## src/rtl/lock_acq_pkg.sv

```systemverilog
package lock_acq_pkg;
  typedef enum logic [2:0] {
    ST_IDLE   = 3'd0,
    ST_COUNT  = 3'd1,
    ST_PRESET = 3'd2,
    ST_ACQ    = 3'd3,
    ST_LOCK   = 3'd4
  } acq_state_t;
endpackage

```

## src/rtl/edge_freq_counter.sv

```systemverilog
module edge_freq_counter #(
  parameter int SAMP_W    = 12,
  parameter int GATE_LOG2 = 10,
  localparam int CNT_W    = GATE_LOG2 + 1
) (
  input  logic              clk,
  input  logic              rst,
  input  logic              run,
  input  logic [SAMP_W-1:0] sample,
  output logic              done,
  output logic [CNT_W-1:0]  count
);
  logic                 prev_neg;
  logic [GATE_LOG2-1:0] gate;
  logic                 rise;

  assign rise = prev_neg & ~sample[SAMP_W-1];
  assign done = run & (&gate);

  always_ff @(posedge clk) begin
    if (rst) begin
      prev_neg <= 1'b0;
      gate     <= '0;
      count    <= '0;
    end else begin
      prev_neg <= sample[SAMP_W-1];
      if (run) begin
        gate  <= gate + 1'b1;
        count <= count + CNT_W'(rise);
      end else begin
        gate  <= '0;
        count <= '0;
      end
    end
  end

  AST_EDGES_WITHIN_GATE: assert property (@(posedge clk) disable iff (rst)
    count <= {1'b0, gate} || (&gate && count == {1'b1, {GATE_LOG2{1'b0}}}) || !run && $past(done));
endmodule

```

## src/rtl/lock_quality_det.sv

```systemverilog
module lock_quality_det #(
  parameter int ERR_W = 16,
  parameter int RUN_W = 8
) (
  input  logic                    clk,
  input  logic                    rst,
  input  logic                    clear,
  input  logic                    smp_vld,
  input  logic signed [ERR_W-1:0] err_i,
  input  logic signed [ERR_W-1:0] err_q,
  input  logic        [ERR_W-1:0] q_thresh,
  input  logic signed [ERR_W-1:0] i_min,
  input  logic        [RUN_W-1:0] lock_len,
  input  logic        [RUN_W-1:0] unlock_len,
  output logic                    pass,
  output logic                    fail
);
  localparam logic [RUN_W-1:0] RUN_MAX = {RUN_W{1'b1}};
  localparam logic [ERR_W:0]   ONE     = {{ERR_W{1'b0}}, 1'b1};

  logic [ERR_W:0]   q_mag;
  logic             good;
  logic [RUN_W-1:0] good_run, bad_run;

  always_comb begin
    if (err_q[ERR_W-1]) q_mag = {1'b0, ~err_q} + ONE;
    else                q_mag = {1'b0, err_q};
    good = (q_mag < {1'b0, q_thresh}) && (err_i >= i_min);
  end

  always_ff @(posedge clk) begin
    if (rst || clear) begin
      good_run <= '0;
      bad_run  <= '0;
    end else if (smp_vld) begin
      if (good) begin
        good_run <= (good_run == RUN_MAX) ? RUN_MAX : good_run + 1'b1;
        bad_run  <= '0;
      end else begin
        bad_run  <= (bad_run == RUN_MAX) ? RUN_MAX : bad_run + 1'b1;
        good_run <= '0;
      end
    end
  end

  assign pass = (good_run >= lock_len);
  assign fail = (bad_run >= unlock_len);

  AST_RUNS_EXCLUSIVE: assert property (@(posedge clk) disable iff (rst)
    !(good_run != '0 && bad_run != '0));
  AST_BAD_RESTARTS: assert property (@(posedge clk) disable iff (rst)
    smp_vld && !good |=> good_run == '0);
endmodule

```

## src/rtl/lock_acq_ctrl.sv

```systemverilog
module lock_acq_ctrl
  import lock_acq_pkg::*;
#(
  parameter int SAMP_W    = 12,
  parameter int ERR_W     = 16,
  parameter int GATE_LOG2 = 10,
  parameter int FREQ_W    = 32,
  parameter int RUN_W     = 8
) (
  input  logic                     clk,
  input  logic                     rst,
  input  logic                     enable,
  input  logic [SAMP_W-1:0]        adc_sample,
  input  logic                     err_vld,
  input  logic signed [ERR_W-1:0]  err_i,
  input  logic signed [ERR_W-1:0]  err_q,
  input  logic [FREQ_W-1:0]        target_offset,
  input  logic [ERR_W-1:0]         q_thresh,
  input  logic signed [ERR_W-1:0]  i_min,
  input  logic [RUN_W-1:0]         lock_len,
  input  logic [RUN_W-1:0]         unlock_len,
  input  logic                     profile_sel,
  output logic [2:0]               acq_state,
  output logic                     gain_hi,
  output logic                     ctrl_profile,
  output logic                     nco_load,
  output logic [FREQ_W-1:0]        nco_word,
  output logic [FREQ_W-1:0]        offset_err,
  output logic                     integ_clr
);
  localparam int CNT_W = GATE_LOG2 + 1;
  localparam int SHIFT = FREQ_W - GATE_LOG2;

  acq_state_t        state;
  logic              cnt_done;
  logic [CNT_W-1:0]  cnt_val;
  logic              det_pass, det_fail, det_clear;
  logic [FREQ_W-1:0] preset_w;

  assign det_clear = !(state == ST_ACQ || state == ST_LOCK);
  assign preset_w  = FREQ_W'(cnt_val) << SHIFT;
  assign acq_state = state;

  edge_freq_counter #(.SAMP_W(SAMP_W), .GATE_LOG2(GATE_LOG2)) i_cnt (
    .clk(clk), .rst(rst), .run(state == ST_COUNT), .sample(adc_sample),
    .done(cnt_done), .count(cnt_val)
  );

  lock_quality_det #(.ERR_W(ERR_W), .RUN_W(RUN_W)) i_det (
    .clk(clk), .rst(rst), .clear(det_clear), .smp_vld(err_vld),
    .err_i(err_i), .err_q(err_q), .q_thresh(q_thresh), .i_min(i_min),
    .lock_len(lock_len), .unlock_len(unlock_len),
    .pass(det_pass), .fail(det_fail)
  );

  always_ff @(posedge clk) begin
    if (rst) begin
      state        <= ST_IDLE;
      gain_hi      <= 1'b0;
      ctrl_profile <= 1'b0;
      nco_load     <= 1'b0;
      integ_clr    <= 1'b0;
      nco_word     <= '0;
      offset_err   <= '0;
    end else begin
      nco_load  <= 1'b0;
      integ_clr <= 1'b0;
      if (err_vld) ctrl_profile <= profile_sel;
      if (!enable) begin
        state   <= ST_IDLE;
        gain_hi <= 1'b0;
      end else begin
        unique case (state)
          ST_IDLE:  state <= ST_COUNT;
          ST_COUNT: if (cnt_done) state <= ST_PRESET;
          ST_PRESET: begin
            nco_word   <= preset_w;
            offset_err <= preset_w - target_offset;
            nco_load   <= 1'b1;
            integ_clr  <= 1'b1;
            state      <= ST_ACQ;
          end
          ST_ACQ: if (err_vld && det_pass) begin
            state   <= ST_LOCK;
            gain_hi <= 1'b1;
          end
          ST_LOCK: if (err_vld && det_fail) begin
            state   <= ST_COUNT;
            gain_hi <= 1'b0;
          end
          default: state <= ST_IDLE;
        endcase
      end
    end
  end

  AST_GAIN_ON_STROBE: assert property (@(posedge clk) disable iff (rst)
    !$stable(gain_hi) |-> $past(err_vld) || !$past(enable));
  AST_PROFILE_ON_STROBE: assert property (@(posedge clk) disable iff (rst)
    !$stable(ctrl_profile) |-> $past(err_vld));
  AST_NO_CLEAR_AT_SWITCH: assert property (@(posedge clk) disable iff (rst)
    $rose(gain_hi) |-> !integ_clr);
  AST_LOCK_FROM_ACQ: assert property (@(posedge clk) disable iff (rst)
    $rose(gain_hi) |-> $past(state) == ST_ACQ);
  AST_LOAD_ONE_CLOCK: assert property (@(posedge clk) disable iff (rst)
    nco_load |=> !nco_load);
  AST_LOAD_ENTERS_ACQ: assert property (@(posedge clk) disable iff (rst)
    $rose(nco_load) |-> state == ST_ACQ);
endmodule

```

## config.mk

```make
export PLATFORM = sky130hd
export DESIGN_NAME = lock_acq_ctrl
export DESIGN_NICKNAME = d
export VERILOG_FILES = /design/src/rtl/lock_acq_pkg.sv /design/src/rtl/edge_freq_counter.sv /design/src/rtl/lock_quality_det.sv /design/src/rtl/lock_acq_ctrl.sv
export SDC_FILE = /design/constraint.sdc
export NUM_CORES = 1
export LEC_CHECK = 0
export BUFFER_PORTS_ARGS = -buffer_cell sky130_fd_sc_hd__buf_2
export CAP_MARGIN = 20
export CELL_PAD_IN_SITES_DETAIL_PLACEMENT = 2
export CELL_PAD_IN_SITES_GLOBAL_PLACEMENT = 2
export CORE_ASPECT_RATIO = 0.9
export CORE_MARGIN = 1.5
export CORE_UTILIZATION = 30
export DETAILED_ROUTE_END_ITERATION = 12
export PLACE_DENSITY_LB_ADDON = 0.1
export SKIP_CTS_REPAIR_TIMING = 1
export SLEW_MARGIN = 40
export SYNTH_ARGS = -nofsm -noshare
export SYNTH_HDL_FRONTEND = slang
export SYNTH_SLANG_ARGS = --single-unit
```

## constraint.sdc

```tcl
create_clock -name clk -period 6.7 [get_ports clk]
set_input_delay 1.34 -clock clk [delete_from_list [all_inputs] [get_ports clk]]
set_output_delay 1.34 -clock clk [all_outputs]
set_load 0.02 [all_outputs]
```

# Word-level counts from Yosys, hierarchy flattened
# Index checks and enable logic that the tools add are counted.
dict set report op_classes {
  add_sub_neg 6
  order_cmp 4
  eq_ne 9
  n_mux 13
  bitwise 6
  n_reduce_logical 14
}
# operator n
set op_table {}
lappend op_table {{$mux W8} 4}
lappend op_table {{$sub A32 B32 Y32} 1}
lappend op_table {{$add A16 B1 Y17 const B} 1}
lappend op_table {{$lt A17 B16 Y1} 1}
lappend op_table {{$mux W17} 1}
lappend op_table {{$add A8 B1 Y8 const B} 2}
lappend op_table {{$eq A8 B8 Y1 const B} 2}
lappend op_table {{$ge A16 B16 Y1} 1}
lappend op_table {{$ge A8 B8 Y1} 2}
lappend op_table {{$not A16 Y16} 1}
lappend op_table {{$pmux W3 S5} 1}
lappend op_table {{$add A11 B1 Y11} 1}
lappend op_table {{$add A10 B1 Y10 const B} 1}
lappend op_table {{$reduce_and A10 Y1} 1}
lappend op_table {{$mux W3} 3}
lappend op_table {{$eq A3 B2 Y1 const B} 2}
lappend op_table {{$reduce_and A3 Y1} 2}
lappend op_table {{$ne A2 B1 Y1 const B} 2}
lappend op_table {{$reduce_or A2 Y1} 2}
lappend op_table {{$eq A3 B1 Y1 const B} 1}
lappend op_table {{$eq A3 B3 Y1 const B} 1}
lappend op_table {{$logic_and A1 B1 Y1} 3}
lappend op_table {{$logic_not A3 Y1} 1}
lappend op_table {{$mux W1} 3}
lappend op_table {{other kinds (8)} 12}
dict set report word_totals {
  reg_bits 86
  inputBits 129
  out_inout_bits 71
  wordCells 63
}

# Logic depth before layout (Yosys ltp)
# Gate-level depths: netlist of run 1.
dict set report logic_depth {
  ltp_word 6
  depth_mapped 15
  mapped_depth_nobuf 14
}

# Cells and area by module
# A second synthesis of run 1 with hierarchy kept.
dict set report hier_totals {
  hier_cells 771
  area_unflattened_um2 6043.3
}
# module n_inst cells_each area_per_inst_um2 seq_area_each_um2
set modules_own_cells {}
lappend modules_own_cells {lock_acq_ctrl 1 366 2805.2 960.9}
lappend modules_own_cells {lock_quality_det 1 305 2309.7 320.3}
lappend modules_own_cells {edge_freq_counter 1 100 928.4 440.4}

# Worst setup path before layout of run 1
# Ideal clock, no wire load.
dict set report synth_timing {
  path_kind {input -> register}
  startpoint {input port err_q[10]}
  endpoint {register i_det.bad_run[4]}
  setup_ps 117
  arrival_time_ps 4122
  t_required_ps 6583
  setup_slack_ps 2461
  cell_stages 12
  n_path_buf 1
  path_cell_list {or4_1 o31ai_1 xnor2_1 ha_1 a21oi_1 o21ai_0 a2111oi_0 a21oi_1 a2111oi_4 buf_6 nor3_1 o22a_1}
}
dict set report synth_via {
  elab_chain_cells 6
}
# item line
set synth_lines {}
lappend synth_lines {{from (decl)} lock_acq_ctrl.sv:16} ;# input logic signed [ERR_W-1:0] err_q,
lappend synth_lines {{$not A16 Y16} lock_quality_det.sv:26} ;# if (err_q[ERR_W-1]) q_mag = {1'b0, ~err_q} + ONE;
lappend synth_lines {{$add A16 B1 Y17} lock_quality_det.sv:26}
lappend synth_lines {{$mux W17 *} lock_quality_det.sv:26}
lappend synth_lines {{$lt A17 B16 Y1 *} lock_quality_det.sv:28} ;# good = (q_mag < {1'b0, q_thresh}) && (err_i >= i_min);
lappend synth_lines {{$logic_and A1 B1 Y1 *} lock_quality_det.sv:28}
lappend synth_lines {{$mux W8 *} lock_quality_det.sv:36} ;# if (good) begin
lappend synth_lines {{to (signal assigned)} lock_quality_det.sv:40} ;# bad_run <= (bad_run == RUN_MAX) ? RUN_MAX : bad_run + 1'b1;
lappend synth_lines {{to (decl)} lock_quality_det.sv:23} ;# logic [RUN_W-1:0] good_run, bad_run;
# Every way passes the cells marked *; elsewhere a longest branch is shown, timed or not.
# A chain may end at the register's enable or synchronous reset.

# Final worst setup path of run 1
dict set report layout_timing {
  startpoint {input port err_q[4]}
  endpoint {register i_det.bad_run[5]}
}
# The elaborated chain is that of the path after synthesis.

==> results.yml, run 1 <==
route:
  postRouteAntennaNets: 0
  via_count: 5905
  dr_wl_met2_um: 9310
  dr.pass1.iters: 4
  drt-met1-wl_um: 8290
  drt_iter0_drc: 153
  drt-vias-per-instance: 5.03
  wire_per_inst_um: 15.7
  highest_layer: "met4"
  met3_length_um: 527
  drc: 0
  totalWireLength_um: 18500
clock_tree:
  cts_made_buffers: 9
  cts-root-buf: "clkbuf_16"
  cts_tree: "yes"
  cts_sinks: 85
  clk_latency_ns: 0.35
  h-tree-depth: 3
  clk_path_buf_depth: 2
  cts.clk_slew.worst_paths_ns: 0.06
cells_and_area:
  synthToLayoutAreaGrowth_pct: 23.2
  final_layout_size_suffix_gt1_share_pct: 20.9
  nets: 1109
floorplanning:
  die_h_um: 135
  die_area_mm2: 0.0203
  core_mm2: 0.0192
  die_w_um: 150
  std_cell_rows: 48
  start_util_pct: 30.5
  ios: 200
yosys:
  synth_cell_type_count: 57
  synth-seq-cells: 85
  seq_area_frac_synth_pct: 29.1
  async_flop_share_pct: 0
  synth_edf_count: 0
  synth_top_area_cell: "dfxtp_1"
  netlist_area_mm2: 0.00584
  synth_flop_cell: "dfxtp_1"
  syn_area_per_cell_um2: 7.69
  synth_top_cells_by_area: "dfxtp_1, ha_1, nand2_1"
  synth_top_area_share_pct: 29.1
  yosysWarnings: 0
  syn_inst: 760
power:
  powerDensity_mw_per_mm2: 180
  leakage_nw: 3.30
  power_w: 0.00129
  ir_drop_mv: 0.0954
global_routing:
  grt_pass1_vias: 6282
  grt-ovfl-total: 0
  grt_pass1_wl_um: 29900
  grt_max_degree: 53
  grt_usage_pct: 18.4
  antenna_found_initial: 1
timing:
  fin_crit_ns: 4.81
  post-route-period-util_pct: 71.8
  setup_ws_ns: 1.89
  hold_violations: 0
  tightest_slew_ns: 0.712
  tns_ns: 0
  setup_viol: 0
  finClkSkew_ns: 0.00393
  timing.fmax_mhz: 208
  max_slew_margin_pct: 51.8
  maxSlewViolCount: 0
  rsz0062_at_grt: "no"
place:
  place_congestion: 0.832
  dp_hpwl_um: 14800
  io_buffers: 166
  post-place-ws_ns: 1.20
setup_path:
  cp_data_required_time_ns: 6.94
  reg2reg_to: "offset_err[31]"
  worstSetupStartpoint: "err_q[4]"
  crit_type: "input port to flip-flop"
  cp-endpoint: "i_det.bad_run[5]"
  cp_cell_sequence: "buf_2 -> nor4_1 -> nand2b_1 -> o41ai_1 -> xnor2_1 -> ha_1 -> a21oi_1 -> o21ai_0 -> a2111oi_0 -> a21oi_1 -> a2111oi_4 -> buf_4 -> nor2_1 -> a22o_1"
  critPathBufInv: 2
  crit_family: "compound AO/OA/AOI/OAI gates"
  worst-path-max-fanout: 10
  crit_top_cell: "a21oi_1"
  end_kind: "flip-flop"
  slowest_delay_ns: 0.57
  worstSetupPathDepth: 14
  rrSetupSlack_ns: 3.94
  reg2reg_depth: 8
  reg2reg_from: "i_cnt.count[0]"
  critPathLaunchType: "input port"
  cpMaxStageDelayCell: "a2111oi_4"
  crit_arrival_ns: 5.05
status:
  status: "completed"
worst_hold_path:
  hold_class: "flip-flop to flip-flop"
run:
  maxCapViolations: 0
flip-flops by register name (all words and copies together), names as in the netlist:
| signal | cells |
|---|---|
| i_det.bad_run | 8 |
| i_cnt.count | 10 |
| i_cnt.prev_neg | 1 |
| nco_word | 10 |
| ctrl_profile | 1 |
| offset_err | 32 |
| gain_hi | 1 |
| acq_state | 3 |
| i_det.good_run | 8 |
| integ_clr | 1 |
| i_cnt.gate | 10 |
synth_stat cells (all sizes together), types with 9 or more instances:
library cell and instances:
a21oi 74, a31oi 11, and3 10, buf 25
clkbuf 20, dfxtp 85, ha 63, inv 72
nand2 111, nand3 21, nand4 14, nor2 47
nor2b 9, nor3 19, o21ai 25, or3 10
xnor2 36, xor2 17
worst min-delay path, cell delays in order (launching register included):
cell     delay, ns
dfxtp_1       0.31
nand2_1       0.05
a21oi_1       0.05
worst min-delay path by stage:
stage / startpoint / to / slack (ns) / depth (start not counted)
6_report: offset_err[9] / offset_err[9] / 0.45 / 2
5_1_grt: offset_err[4] / offset_err[4] / 0.47 / 2
4_1_cts: offset_err[9] / offset_err[9] / 0.46 / 2
3_5_place_dp: offset_err[9] / offset_err[9] / 0.45 / 2
3_3_place_gp: offset_err[15] / offset_err[15] / 0.44 / 2
2_1_floorplan: i_cnt.count[0] / nco_word[22] / 0.45 / 2
routing by layer:
| metal | track usage (%) | up-vias |
|---|---|---|
| li1 | - | 2912 |
| met1 | 22.1 | 2875 |
| met2 | 33.3 | 96 |
| met3 | 3.27 | 22 |
| met4 | 5.50 | 0 |
| met5 | 0 | - |
report_power, final:
part | total, W | switching [W] | internal (W)
registers | 0.000514 | 0.00000419 | 0.000509
logic | 0.000192 | 0.000113 | 0.0000792
clock network | 0.000586 | 0.000220 | 0.000366
total | 0.00129 | 0.000337 | 0.000955
layout make-up:
cell class | instances | area [um2]
Clock buffer | 9 | 225
Timing Repair Buffer | 170 | 861
Inverter | 72 | 270
Antenna cell | 2 | 5.00
Multi-Input combinational cell | 579 | 3700
Tap cell | 250 | 313
Clock inverter | 7 | 123
Sequential cell | 85 | 1700
Fill cell | 2277 | 12000
through the flow:
step	instance area [um2]	hold slack (ns)	util [%]	std cells
detailed placement	6830	0.446	35.6	1155
global route	7190	0.468	37.5	1173
finish	7190	0.451	37.6	1174
floorplan	5920	0.453	-	781
global placement	6820	0.435	35.6	1155
CTS	7180	0.455	37.5	1171
cell usage in the layout (no fill, tap or decap), drive strengths merged, types with 10 or more instances in the layout:
| cell | count |
|---|---|
| a31oi | 11 |
| o21ai | 25 |
| conb | 22 |
| nand4 | 14 |
| xnor2 | 36 |
| or3 | 10 |
| nand2 | 111 |
| a21oi | 74 |
| inv | 73 |
| nor2 | 47 |
| and3 | 10 |
| buf | 170 |
| xor2 | 17 |
| nor3 | 19 |
| nand3 | 21 |
| dfxtp | 85 |
| ha | 63 |
logic make-up after synthesis:
family	synth area share (%)
flops	29.1
simple gates	23.0
compound gates	17.1
buf+inv	9.12
mux	0.171
other cells	0.0642
fa+ha+maj	13.5
xor+xnor	7.95
(Power assumes the default switching activity.)
==> run 2: changes to the inputs <==
--- a/config.mk
+++ b/config.mk
@@ -11,7 +11,7 @@
 export CELL_PAD_IN_SITES_GLOBAL_PLACEMENT = 2
 export CORE_ASPECT_RATIO = 0.9
 export CORE_MARGIN = 1.5
-export CORE_UTILIZATION = 30
+export CORE_UTILIZATION = 28
 export DETAILED_ROUTE_END_ITERATION = 12
 export PLACE_DENSITY_LB_ADDON = 0.1
 export SKIP_CTS_REPAIR_TIMING = 1
==> constraint.sdc (replaced) <==
create_clock -name clk -period 4.9 [get_ports clk]
set_input_delay 0.98 -clock clk [delete_from_list [all_inputs] [get_ports clk]]
set_output_delay 0.98 -clock clk [all_outputs]
set_load 0.02 [all_outputs]
==> run 2 against run 1 <==
  * Routed wire length rose by 4.1%
  * Utilization fell by 2.3 points
  * Largest power group is now sequential cells
  * Largest cell class unchanged
  * Critical path type unchanged
  * Flip-flop and latch count did not move
  * Clock power rose by 16%
  * Combinational power rose by 38%
  * Critical endpoint unchanged
  * Register-to-register slack got worse by 1.8 ns
  * First-iteration DRC count fell by 2.6%
  * Sequential share of layout area rose by 0.21 points
  * Critical path depth did not move
  * Global-route usage fell by 0.21 points
==> results.yml, run 2 (same netlist as run 1, synthesis figures left out) <==
status:
  status: "completed"
timing:
  maxSlewViolCount: 0
  finClkSkew_ns: 0.0146
  setup_ws_ns: 0.485
  fin_crit_ns: 4.42
  post-route-period-util_pct: 90.1
  max_slew_margin_pct: 46.3
  tightest_slew_ns: 0.794
  setup_viol: 0
  timing.fmax_mhz: 226
  tns_ns: 0
  rsz0062_at_grt: "no"
  hold_violations: 0
place:
  place_congestion: 0.737
  dp_hpwl_um: 15700
  io_buffers: 166
  post-place-ws_ns: 0.201
clock_tree:
  clk_path_buf_depth: 2
  cts_sinks: 85
  cts_tree: "yes"
  cts-root-buf: "clkbuf_16"
  cts_made_buffers: 9
  clk_latency_ns: 0.36
  cts.clk_slew.worst_paths_ns: 0.07
  h-tree-depth: 3
setup_path:
  cp_data_required_time_ns: 5.14
  critPathLaunchType: "input port"
  slowest_delay_ns: 0.62
  cp-endpoint: "i_det.bad_run[5]"
  cp_cell_sequence: "buf_2 -> nor4_1 -> nand2b_1 -> o41ai_1 -> xnor2_1 -> ha_1 -> a21oi_1 -> o21ai_0 -> a2111oi_0 -> a21oi_1 -> a2111oi_4 -> buf_4 -> nor2_1 -> a22o_1"
  reg2reg_depth: 8
  end_kind: "flip-flop"
  crit_top_cell: "a21oi_1"
  reg2reg_from: "i_cnt.count[0]"
  worstSetupPathDepth: 14
  crit_arrival_ns: 4.66
  worst-path-max-fanout: 15
  cpMaxStageDelayCell: "a2111oi_0"
  critPathBufInv: 2
  crit_family: "compound AO/OA/AOI/OAI gates"
  worstSetupStartpoint: "err_q[4]"
  reg2reg_to: "offset_err[31]"
  crit_type: "input port to flip-flop"
  rrSetupSlack_ns: 2.19
run:
  maxCapViolations: 0
cells_and_area:
  synthToLayoutAreaGrowth_pct: 22.1
  nets: 1108
  final_common_cell: "buf_2"
  final_layout_size_suffix_gt1_share_pct: 20.8
  largest_register_ffs: 32
  largest-register: "offset_err"
  final_cell_mix: "buf_2, nand2_1, dfxtp_1"
floorplanning:
  core_mm2: 0.0202
  ios: 200
  die_area_mm2: 0.0217
  die_w_um: 155
  std_cell_rows: 49
  start_util_pct: 28.9
  die_h_um: 140
power:
  p_sw_w: 0.000486
  clkPwrFrac_pct: 41.3
  p_seq_share_pct: 42.7
  powerDensity_mw_per_mm2: 231
  leakage_nw: 3.27
  share_comb_of_total_power_pct: 16.0
  ir_drop_mv: 0.117
  swShare_pct: 29.5
  internal-power_w: 0.00116
worst_hold_path:
  hold_class: "flip-flop to flip-flop"
global_routing:
  grt-ovfl-total: 0
  grt_pass1_wl_um: 31900
  grt_max_degree: 53
  grt_pass1_vias: 6350
  antenna_found_initial: 1
  grt_usage_pct: 18.2
route:
  drc: 0
  drt-vias-per-instance: 4.98
  via_count: 5861
  dr.pass1.iters: 4
  postRouteAntennaNets: 0
  totalWireLength_um: 19200
  wire_per_inst_um: 16.3
  drt_iter0_drc: 149
==> run 2: cell count changes in the layout (fill, tap and decap cells not counted), sizes merged <==
cell,delta
inv,+5
buf,-1
bufinv,-3
clkinv,-1
diode,-1
clkinvlp,-1
==> run 2: worst register-to-register path: stages, from the launching register on <==
cell and delay [ns]:
dfxtp_1 0.37, ha_1 0.33, nor4b_1 0.35, nand4_1 0.27
o311ai_1 0.49, nand2_1 0.09, o21ai_0 0.24, a21oi_1 0.10
or3b_1 0.35
==> run 2: cell type report <==
class | count | area (um2)
Tap cell | 255 | 319
Timing Repair Buffer | 169 | 856
Antenna cell | 1 | 2.50
Sequential cell | 85 | 1700
Multi-Input combinational cell | 579 | 3700
Inverter | 72 | 270
Fill cell | 2447 | 13100
Clock buffer | 9 | 225
Clock inverter | 7 | 60.1
==> run 2: how the worst min path moves through the flow <==
stage | start | end | cells past startpoint | slack, ns
2_1_floorplan | i_cnt.count[0] | nco_word[22] | 2 | 0.45
3_3_place_gp | offset_err[9] | offset_err[9] | 2 | 0.44
3_5_place_dp | offset_err[7] | offset_err[7] | 2 | 0.45
4_1_cts | offset_err[23] | offset_err[23] | 2 | 0.46
5_1_grt | offset_err[16] | offset_err[16] | 2 | 0.48
6_report | offset_err[7] | offset_err[7] | 2 | 0.45
==> run 2: stage by stage <==
stage / instances / utilization [%] / hold slack [ns] / instance area, um2 / total power (W)
final: 1177 / 35.2 / 0.452 / 7130 / 0.00164
after global placement: 1160 / 33.8 / 0.437 / 6830 / 0.000967
after global routing: 1177 / 35.2 / 0.477 / 7130 / 0.00174
after floorplan: 781 / - / 0.453 / 5920 / 0.000887
after detailed placement: 1160 / 33.8 / 0.448 / 6840 / 0.000985
after CTS: 1176 / 35.2 / 0.458 / 7120 / 0.00167
==> run 2: metal layers <==
layer / track usage, % / part of all wire [%] / up-vias
li1: - / - / 2909
met1: 22.7 / 45 / 2842
met2: 32.5 / 51 / 94
met3: 3.31 / 3.0 / 16
met4: 4.26 / 1.3 / 0
met5: 0 / 0 / -
==> run 2: power groups by stage <==
stage	combinational, W	clock (W)	sequential, W
finish	0.000264	0.000679	0.000702
global route	0.000300	0.000738	0.000703
CTS	0.000268	0.000704	0.000702
detailed placement	0.000267	0	0.000718
global placement	0.000250	0	0.000717
floorplan	0.000165	0	0.000722
==> run 3: changes to the inputs <==
--- a/config.mk
+++ b/config.mk
@@ -13,7 +13,9 @@
 export CORE_MARGIN = 1.5
 export CORE_UTILIZATION = 28
 export DETAILED_ROUTE_END_ITERATION = 12
+export MAX_ROUTING_LAYER = met4
 export PLACE_DENSITY_LB_ADDON = 0.1
+export REMOVE_ABC_BUFFERS = 1
 export SKIP_CTS_REPAIR_TIMING = 1
 export SLEW_MARGIN = 40
 export SYNTH_ARGS = -nofsm -noshare
==> constraint.sdc (replaced) <==
create_clock -name clk -period 4.9 [get_ports clk]
set_input_delay 0.98 -clock clk [delete_from_list [all_inputs] [get_ports clk]]
set_output_delay 0.98 -clock clk [all_outputs]
set_load 0.1 [all_outputs]
==> run 3 against run 2 <==
  * Cell count unchanged
  * Critical path type unchanged
  * Die area stayed put
  * Cell area rose by 0.93%
  * Routed wire length down 1.0%
  * Sequential share of layout area fell by 0.22 points
  * Via count decreased by 0.36%
  * Maximum frequency is 7.7% higher
  * Clock-buffer cell count grew 1
  * Global-route usage is 0.17 points higher
  * Register-to-register slack hardly changed
==> results.yml, run 3 (same netlist as run 1, synthesis figures left out) <==
worst_hold_path:
  whs_path_depth: 2
  hold_class: "flip-flop to flip-flop"
  hold_end: "offset_err[2]"
  min_from: "offset_err[2]"
run:
  maxCapViolations: 0
setup_path:
  worst-path-max-fanout: 15
  rrSetupSlack_ns: 2.18
  cp_data_required_time_ns: 5.14
  worstSetupStartpoint: "err_q[4]"
  reg2reg_to: "offset_err[31]"
  critPathLaunchType: "input port"
  crit_arrival_ns: 4.34
  slowest_delay_ns: 0.43
  reg2reg_from: "i_cnt.count[0]"
  crit_top_cell: "a21oi_1"
  cpMaxStageDelayCell: "a2111oi_0"
  end_kind: "flip-flop"
  reg2reg_depth: 8
  crit_type: "input port to flip-flop"
  cp_cell_sequence: "buf_2 -> nor4_1 -> nand2b_1 -> o41ai_1 -> xnor2_1 -> ha_1 -> a21oi_1 -> o21ai_0 -> a2111oi_0 -> a21oi_1 -> a2111oi_4 -> buf_4 -> nor2_1 -> a22o_1"
timing:
  post-route-period-util_pct: 83.7
  tns_ns: 0
  rsz0062_at_grt: "no"
  timing.fmax_mhz: 244
  max_slew_margin_pct: 61.2
  hold_violations: 0
  finClkSkew_ns: 0.00760
  setup_viol: 0
  tightest_slew_ns: 0.574
  fin_crit_ns: 4.10
  maxSlewViolCount: 0
cells_and_area:
  final_common_cell: "buf_2"
  layoutNonFillerInstCount: 1177
  final_cell_mix: "buf_2, nand2_1, dfxtp_1"
  n_antenna_cell: 0
  largest-register: "offset_err"
  synthToLayoutAreaGrowth_pct: 23.2
  largest_register_ffs: 32
  final_layout_size_suffix_gt1_share_pct: 20.9
  nets: 1109
global_routing:
  grt_pass1_wl_um: 31400
  grt_max_degree: 49
  grt_pass1_vias: 6364
  antenna_found_initial: 0
  grt_usage_pct: 18.4
  grt-ovfl-total: 0
route:
  totalWireLength_um: 19000
  postRouteAntennaNets: 0
  via_count: 5840
  drc: 0
  drt-vias-per-instance: 4.96
  drt_iter0_drc: 117
  dr.pass1.iters: 4
  wire_per_inst_um: 16.2
floorplanning:
  std_cell_rows: 49
  core_mm2: 0.0202
  start_util_pct: 28.9
  die_h_um: 140
  die_w_um: 155
  die_area_mm2: 0.0217
  ios: 200
place:
  dp.cells: 1161
  place_congestion: 0.774
  io_buffers: 166
  dp_hpwl_um: 15300
clock_tree:
  h-tree-depth: 3
  cts_made_buffers: 9
  cts_sinks: 85
  cts.clk_slew.worst_paths_ns: 0.07
  cts-root-buf: "clkbuf_16"
  clk_path_buf_depth: 2
  cts_tree: "yes"
  clk_latency_ns: 0.35
power:
  leakage_nw: 3.31
  powerDensity_mw_per_mm2: 258
  ir_drop_mv: 0.136
  power_w: 0.00186
status:
  status: "completed"
-- run 3: cell types whose count changed in the layout (fill, tap and decap cells not counted) --
cell        before  now
inv_6            6    0
bufinv_16        0    3
buf_2          165  166
clkbuf_8         0    1
clkinv_2         0    1
clkinvlp_4       1    2
diode_2          1    0
-- run 3: area by class of cell --
cell class | count | area (um2)
clock buffer | 10 | 239
clock inverter | 6 | 110
fill | 2391 | 13000
inverter | 72 | 270
multi-input combinational | 579 | 3700
sequential | 85 | 1700
tap | 255 | 319
timing repair buffer | 170 | 861
-- run 3: metrics by stage --
step | hold slack, ns | worst slack, ns | util [%] | cell area (um2)
after floorplan | 0.447 | 0.829 | - | 5660
after global placement | 0.437 | 0.489 | 33.8 | 6840
after detailed placement | 0.447 | 0.451 | 33.8 | 6840
after CTS | 0.457 | 0.801 | 35.5 | 7190
after global routing | 0.481 | 0.330 | 35.6 | 7200
final | 0.453 | 0.799 | 35.6 | 7200
-- run 3: critical path, delay by kind of cell --
family                   cells  cell delay (ns)
AO/OA/AOI/OAI                7             1.87
AND/OR/NAND/NOR              3             0.67
buffers and inverters        2             0.40
adder cells (fa/ha/maj)      1             0.26
XOR/XNOR                     1             0.17
-- run 3: how the worst max path moves through the flow --
stage / end
global route: i_det.good_run[3]
global placement: i_det.bad_run[2]
CTS: i_det.bad_run[2]
floorplan: i_det.bad_run[5]
finish: i_det.bad_run[5]
detailed placement: i_det.bad_run[2]
-- run 3: power by group --
part           switching (W)  internal, W
Clock               0.000294     0.000511
Combinational       0.000243     0.000108
Sequential        0.00000534     0.000697
-- run 3: routing by layer --
layer / vias to the layer above / part of all wire, % / track usage (%)
li1: 2901 / - / -
met1: 2834 / 45 / 21.3
met2: 93 / 52 / 33.7
met3: 12 / 2.9 / 3.16
met4: 0 / 0.69 / 2.86
met5: - / 0 / -
